### config.mk
export PLATFORM = sky130hd
export DESIGN_NAME = line_err_encoder
export DESIGN_NICKNAME = d
export VERILOG_FILES = /design/src/rtl/line_err_encoder.sv
export SDC_FILE = /design/constraint.sdc
export NUM_CORES = 1
export LEC_CHECK = 0
export CORE_MARGIN = 1
export CORE_UTILIZATION = 58
export DETAILED_ROUTE_END_ITERATION = 10
export HOLD_SLACK_MARGIN = 0.12
export PLACE_DENSITY = 0.84
export SLEW_MARGIN = 20
export SYNTH_ARGS = -nofsm -noshare
export SYNTH_HDL_FRONTEND = slang
export SYNTH_SLANG_ARGS = --single-unit
### constraint.sdc
create_clock -name clk -period 2.64 [get_ports clk]
set_clock_uncertainty 0.05 [all_clocks]
set_input_delay 0.528 -clock clk [delete_from_list [all_inputs] [get_ports clk]]
set_output_delay 0.528 -clock clk [all_outputs]
set_load 0.005 [all_outputs]
### src/rtl/line_err_encoder.sv
module line_err_encoder (
  input  logic clk,
  input  logic rst_n,
  input  logic bit_en,
  input  logic data_in,
  input  logic mode_e3,
  input  logic unipolar,
  input  logic manual_mode,
  input  logic bpv_ctl,
  input  logic exz_ctl,
  input  logic strobe,
  output logic pos_out,
  output logic neg_out
);

  localparam logic [1:0] C_ZERO = 2'd0;
  localparam logic [1:0] C_MARK = 2'd1;
  localparam logic [1:0] C_VIOL = 2'd2;
  localparam logic [1:0] C_BPV  = 2'd3;

  logic [1:0] s0, s1, s2, s3;
  logic [2:0] zrun;
  logic [1:0] orun;
  logic       parity, last_pol;
  logic       bpv_d, exz_d, strobe_d;
  logic       bpv_pend, exz_pend;

  wire       tog     = strobe ^ strobe_d;
  wire       bpv_arm = !unipolar && (manual_mode ? (tog && bpv_ctl) : (bpv_ctl && !bpv_d));
  wire       exz_arm = !unipolar && (manual_mode ? (tog && exz_ctl) : (exz_ctl && !exz_d));
  wire [2:0] zlim    = mode_e3 ? 3'd4 : 3'd3;
  wire       zhit    = bit_en && !unipolar && !data_in && (zrun + 3'd1 == zlim);
  wire       sub_go  = zhit && !exz_pend;
  wire       exz_fire = zhit && exz_pend;
  wire       bpv_fire = bit_en && !unipolar && data_in && (orun == 2'd2) && bpv_pend;
  wire       put_b_t3 = sub_go && !parity && !mode_e3;
  wire       put_b_e3 = sub_go && !parity && mode_e3;

  logic [1:0] new_code;
  always_comb begin
    if (data_in) new_code = bpv_fire ? C_BPV : C_MARK;
    else         new_code = sub_go ? C_VIOL : C_ZERO;
  end

  always_ff @(posedge clk or negedge rst_n) begin
    if (!rst_n) begin
      bpv_d    <= 1'b0;
      exz_d    <= 1'b0;
      strobe_d <= 1'b0;
      bpv_pend <= 1'b0;
      exz_pend <= 1'b0;
    end else begin
      bpv_d    <= bpv_ctl;
      exz_d    <= exz_ctl;
      strobe_d <= strobe;
      bpv_pend <= unipolar ? 1'b0 : ((bpv_pend && !bpv_fire) || bpv_arm);
      exz_pend <= unipolar ? 1'b0 : ((exz_pend && !exz_fire) || exz_arm);
    end
  end

  always_ff @(posedge clk or negedge rst_n) begin
    if (!rst_n) begin
      s0 <= C_ZERO; s1 <= C_ZERO; s2 <= C_ZERO; s3 <= C_ZERO;
      zrun <= 3'd0;
      orun <= 2'd0;
      parity <= 1'b0;
    end else if (bit_en) begin
      s0 <= new_code;
      s1 <= s0;
      s2 <= put_b_t3 ? C_MARK : s1;
      s3 <= put_b_e3 ? C_MARK : s2;
      zrun <= (unipolar || data_in || zhit) ? 3'd0 : zrun + 3'd1;
      orun <= (unipolar || !data_in) ? 2'd0 : ((orun == 2'd2) ? orun : orun + 2'd1);
      if (sub_go)                     parity <= 1'b0;
      else if (data_in && !unipolar) parity <= !parity;
    end
  end

  always_ff @(posedge clk or negedge rst_n) begin
    if (!rst_n) begin
      pos_out  <= 1'b0;
      neg_out  <= 1'b0;
      last_pol <= 1'b0;
    end else if (bit_en) begin
      if (s3 == C_ZERO) begin
        pos_out <= 1'b0;
        neg_out <= 1'b0;
      end else if (unipolar) begin
        pos_out <= 1'b1;
        neg_out <= 1'b0;
      end else if (s3 == C_MARK) begin
        pos_out  <= !last_pol;
        neg_out  <= last_pol;
        last_pol <= !last_pol;
      end else begin
        pos_out <= last_pol;
        neg_out <= !last_pol;
      end
    end
  end

  p_hold_r1: assert property (@(posedge clk) disable iff (!rst_n)
    !bit_en |=> $stable(pos_out) && $stable(neg_out));
  p_excl_r2: assert property (@(posedge clk) disable iff (!rst_n)
    !(pos_out && neg_out));
  p_sub_site_r3: assert property (@(posedge clk) disable iff (!rst_n)
    sub_go && !mode_e3 |-> s0 == C_ZERO && s1 == C_ZERO);
  p_sub_site_r4: assert property (@(posedge clk) disable iff (!rst_n)
    sub_go && mode_e3 |-> s0 == C_ZERO && s1 == C_ZERO && s2 == C_ZERO);
  p_bpv_site_r5: assert property (@(posedge clk) disable iff (!rst_n)
    bpv_fire |-> (s0 == C_MARK || s0 == C_BPV) && (s1 == C_MARK || s1 == C_BPV));
  p_exz_once_r6: assert property (@(posedge clk) disable iff (!rst_n)
    exz_fire && !exz_arm |=> !exz_pend);
  p_pend_keep_r7: assert property (@(posedge clk) disable iff (!rst_n)
    bpv_pend && !bpv_fire && !unipolar |=> bpv_pend);
  p_uni_clear_r9: assert property (@(posedge clk) disable iff (!rst_n)
    unipolar |=> !bpv_pend && !exz_pend);
  p_uni_rail_r9: assert property (@(posedge clk) disable iff (!rst_n)
    bit_en && unipolar |=> !neg_out);

endmodule

* After elaboration in Yosys (flattened, before gate mapping) *
Cells that the tools add are included.

word-level totals
  register bits after elaboration = 22
  input port bits = 10
  output and inout port bits = 2
  word-level logic and storage cells = 85

cells by class
  add/sub/neg operators = 2
  equal/unequal tests = 4
  mux-type cells = 21
  bitwise gates (word level) = 3
  reduce and logical (&&, ||, !) cells = 40

operator list
  cell                   count
  $logic_and A1 B1 Y1    20
  $mux W2                7
  $mux W1                12
  $logic_not A1 Y1       10
  $mux W3                2
  $logic_or A1 B1 Y1     5
  $reduce_and A2 Y1      2
  $add A3 B1 Y3 const B  1
  $eq A3 B3 Y1           1
  $reduce_and A3 Y1      1
  $add A2 B1 Y2 const B  1
  $eq A2 B1 Y1 const B   1
  $eq A2 B2 Y1 const B   1
  $logic_not A2 Y1       1
  $ne A2 B1 Y1 const B   1
  $not A1 Y1             2
  $reduce_bool A2 Y1     1
  $xor A1 B1 Y1          1

* Longest topological paths before layout *
  depth after elaboration = 9
  gate-level depth with buffers = 5
  mapped depth without buffers = 5

* Worst setup path after synthesis *
No wires, ideal clock.

  kind = register to register
  start = register zrun[0]
  end = register parity
  setup time = 124 ps
  arrival time = 1600 ps
  data required time = 2466 ps
  path slack = 866 ps
  cell stages (with the launch flop) = 5
  buffers on the path = 0
  period minus slack after synthesis = 1774 ps
  cells stage by stage = dfrtp_1 ha_1 or3b_1 mux2_4 o31a_1

on the way
  longest elaborated chain between the ends = 6
  elaborated cells on any way between the ends = 7
  those cells by class = 1 x add/sub; 1 x eq/ne; 1 x mux; 4 x reduce/logical

ends and longest elaborated chain
  what                          line  source
  from (decl)                   22    logic [2:0] zrun;
  from (signal assigned)        72    zrun <= (unipolar || data_in || zhit) ? 3'd0 : zrun + 3'd1;
  $add A3 B1 Y3 *               32    wire zhit = bit_en && !unipolar && !data_in && (zrun + 3'd1 == zlim);
  $eq A3 B3 Y1 *                32
  $logic_and A1 B1 Y1 *         32
  $logic_and A1 B1 Y1 *         33    wire sub_go = zhit && !exz_pend;
  $reduce_bool A2 Y1 (no line)  --
  $reduce_and A2 Y1 (no line)   --
  to (signal assigned)          75    else if (data_in && !unipolar) parity <= !parity;
  to (decl)                     24    logic parity, last_pol;

Mark *: on every way between the ends. The rest lies on a longest branch, timed or not.
A chain may end at the register's enable or synchronous reset.

* Final worst setup path *
Same ends and word-level chain as after synthesis.

==> run_results.csv <==
group,metric,value,unit
global_routing,grt_usage,21.3,%
job,drv_cap,0,
global_routing,top_usage_layer,"met2",
yosys,ys_ff_latch,22,
yosys,seq_area_frac_synth,51.4,%
timing,min_period_over_period,70.9,%
cells_and_area,nFillCells,138,
critical_path,r2r_cells,4,
min_path,hold_depth,2,
yosys,yosysWarningCount,0,
route,drt_wl_total,1860,µm
global_routing,use_met2,35.1,%
placed_design,io_buffers,11,
floorplan,row_count,15,
route,post_drt_wl_per_cell,14.1,µm
yosys,syn-cell-area,1070,µm²
critical_path,setup.worst_path.start,"zrun[0]$_DFFE_PN0P_",
critical_path,worstReg2RegEnd,"parity$_DFFE_PN0P_",
global_routing,grt_max_degree,23,
critical_path,start_kind,"flop",
cells_and_area,final_cell_mix,"22 x dfrtp_1, 11 x clkdlybuf4s50_1, 6 x inv_1, 6 x mux2_2, 5 x nand2_1",
cells_and_area,drive_above_1_share,13.1,%
route,ant_nets,0,
clock_network,cts_buffer_depth,2,
timing,fmax,535,MHz
min_path,hp-class,"reg -> reg",
placed_design,place.gp.congestion,0.772,
floorplan,fp.dieH,45.0,µm
cells_and_area,finalNonFillerCells,132,
yosys,avgSynthCellArea,11.5,µm²
clock_network,post-cts-setup-buffers,0,
critical_path,end_kind,"flop",
global_routing,grt_use_met3,2.80,%
min_path,min-delay-start,"s1[0]$_DFFE_PN0P_",
outcome,status,"finished, final reports clean",
global_routing,grt_pass1_wl,3060,µm
global_routing,grt_pass1_vias,684,
cells_and_area,fin_nets,120,
route,via_count,755,
cells_and_area,final_common_cell,"dfrtp_1",
clock_network,cts_resized,0,
floorplan,core_area,1730,µm²
floorplan,die-width,45.0,µm
global_routing,met1_usage,29.0,%
route,drc,0,
clock_network,cts-root-buf,"clkbuf_4",
route,avgViaCountPerCell,5.72,
timing,slew_headroom,77.7,%
floorplan,start_util,62.0,%
timing,worst_pin_slew,0.333,ns
timing,hold_viol_final,0,
cells_and_area,antennaDiodeCount,0,
timing,fin_crit,1.87,ns
critical_path,critPathMaxFanout,7,
critical_path,cp.arrival,2.02,ns
pwr,leakagePower,0.555,nW
clock_network,cts_max_level,1,
clock_network,clock_latency,0.30,ns
pwr,ir_worst_vdd,0.000488,V
clock_network,cts_tree,"yes",
placed_design,dp_hpwl,1400,µm
timing,finalSetupViolations,0,
route,first_pass_iters,4,
critical_path,critPathRequiredTime,2.79,ns
global_routing,overflow,0,
critical_path,timing.rr.start,"zrun[0]$_DFFE_PN0P_",
timing,rsz0062_at_grt,"false",
critical_path,path_class,"reg -> reg",
clock_network,cts_buffers,3,
placed_design,dpl.cell_count,128,
pwr,power,823,µW
critical_path,rrSetupSlack,0.77,ns
yosys,synthCells,93,
cells_and_area,area_growth,18.5,%
timing,fin_tns_setup,0,ns
floorplan,num_io_pins,12,
timing,drv_slew,0,
timing,holdWs,0.466,ns
min_path,whs_endpoint,"s2[0]$_DFFE_PN0P_",
global_routing,antenna_found_initial,0,
route,first_iter_violations,10,
yosys,synth_cell_types,35,
yosys,syn-num-nets,105,
clock_network,cts_sinks,22,
pwr,power.density,649,nW/µm²
floorplan,die_area,2020,µm²
clock_network,hold_buffers,0,
clock_network,clk_pin_slew_worst_paths,0.12,ns
## logic make-up after synthesis
kind of cell	after synthesis	synth area share (%)
AO/OA/AOI/OAI	22	14.8
AND/OR/NAND/NOR	22	12.7
flip-flops	22	51.4
multiplexers	11	11.4
buffers and inverters	9	3.15
XOR/XNOR	5	4.09
adder cells (fa/ha/maj)	2	2.34
## critical path, stage by stage (launching register included)
cell and delay, ns:
dfrtp_1 0.44, ha_1 0.32, or3b_1 0.37, mux2_4 0.31
o31a_1 0.28
## area by class of cell
| class | count | area (µm²) | area share [%] |
|---|---|---|---|
| Clock buffer | 3 | 22.5 | 1.78 |
| Inverter | 6 | 22.5 | 1.78 |
| Clock inverter | 1 | 30.0 | 2.37 |
| Tap cell | 25 | 31.3 | 2.47 |
| Timing Repair Buffer | 13 | 125 | 9.86 |
| Sequential cell | 22 | 551 | 43.4 |
| Multi-Input combinational cell | 62 | 487 | 38.4 |
## routing by layer
layer | vias to the layer above | wire length, µm
li1 | 375 | -
met1 | 366 | 843
met2 | 12 | 937
met3 | 2 | 62
met4 | 0 | 12
met5 | - | 0
## state kept, by name (all words and copies together) (netlist names)
signal,cells
last_pol,1
bpv_pend,1
strobe_d,1
orun,2
neg_out,1
exz_pend,1
exz_d,1
s1,2
s0,2
s2,2
pos_out,1
zrun,3
parity,1
bpv_d,1
s3,2
## through the flow
step / util (%) / worst slack, ns / area (µm²)
detailed placement: 70.4 / 0.498 / 1220
floorplan: - / 0.866 / 1070
global placement: 70.4 / 0.530 / 1220
global route: 73.5 / 0.700 / 1270
finish: 73.5 / 0.769 / 1270
CTS: 73.5 / 0.763 / 1270
## synth_stat cells
library cell | instances | share of area [%]
o31ai_1 | 2 | 1.4
nor2b_1 | 1 | 0.58
ha_1 | 2 | 2.3
nand2_1 | 5 | 1.8
nand4_1 | 1 | 0.58
o21a_1 | 2 | 1.4
clkbuf_1 | 3 | 1.1
xnor2_1 | 3 | 2.5
a22oi_1 | 1 | 0.70
o22ai_1 | 1 | 0.58
nor3b_1 | 2 | 1.4
mux2_4 | 1 | 1.4
dfrtp_1 | 22 | 51
nor4b_1 | 1 | 0.82
o31a_1 | 1 | 0.82
o2111ai_1 | 1 | 0.82
o21ai_0 | 3 | 1.4
or3b_1 | 1 | 0.82
nand3b_1 | 3 | 2.1
a21oi_1 | 4 | 1.9
mux2i_1 | 4 | 3.7
o211ai_1 | 2 | 1.4
xor2_1 | 2 | 1.6
o221ai_1 | 1 | 0.82
nand2b_1 | 3 | 1.8
a32o_1 | 1 | 0.93
a41o_2 | 1 | 1.1
mux2_2 | 6 | 6.3
o2bb2ai_1 | 1 | 0.82
and4b_1 | 1 | 0.93
nor2_1 | 2 | 0.70
nand4b_1 | 1 | 0.82
inv_1 | 6 | 2.1
nand3_1 | 1 | 0.47
o311ai_0 | 1 | 0.82
## power breakdown
| part | total [mW] | switching (mW) | internal [mW] |
|---|---|---|---|
| clock | 0.248 | 0.0945 | 0.153 |
| sequential | 0.422 | 0.0382 | 0.384 |
| combinational | 0.153 | 0.0643 | 0.0885 |
| total | 0.823 | 0.197 | 0.626 |
## worst max-delay path by stage
stage / to / slack, ns / depth (start not counted)
2_1_floorplan: parity$_DFFE_PN0P_ / 0.87 / 4
3_3_place_gp: parity$_DFFE_PN0P_ / 0.53 / 4
3_5_place_dp: parity$_DFFE_PN0P_ / 0.50 / 4
4_1_cts: parity$_DFFE_PN0P_ / 0.76 / 4
5_1_grt: zrun[1]$_DFFE_PN0P_ / 0.70 / 4
6_report: parity$_DFFE_PN0P_ / 0.77 / 4
Note: power is estimated with default switching activity, not from simulation.
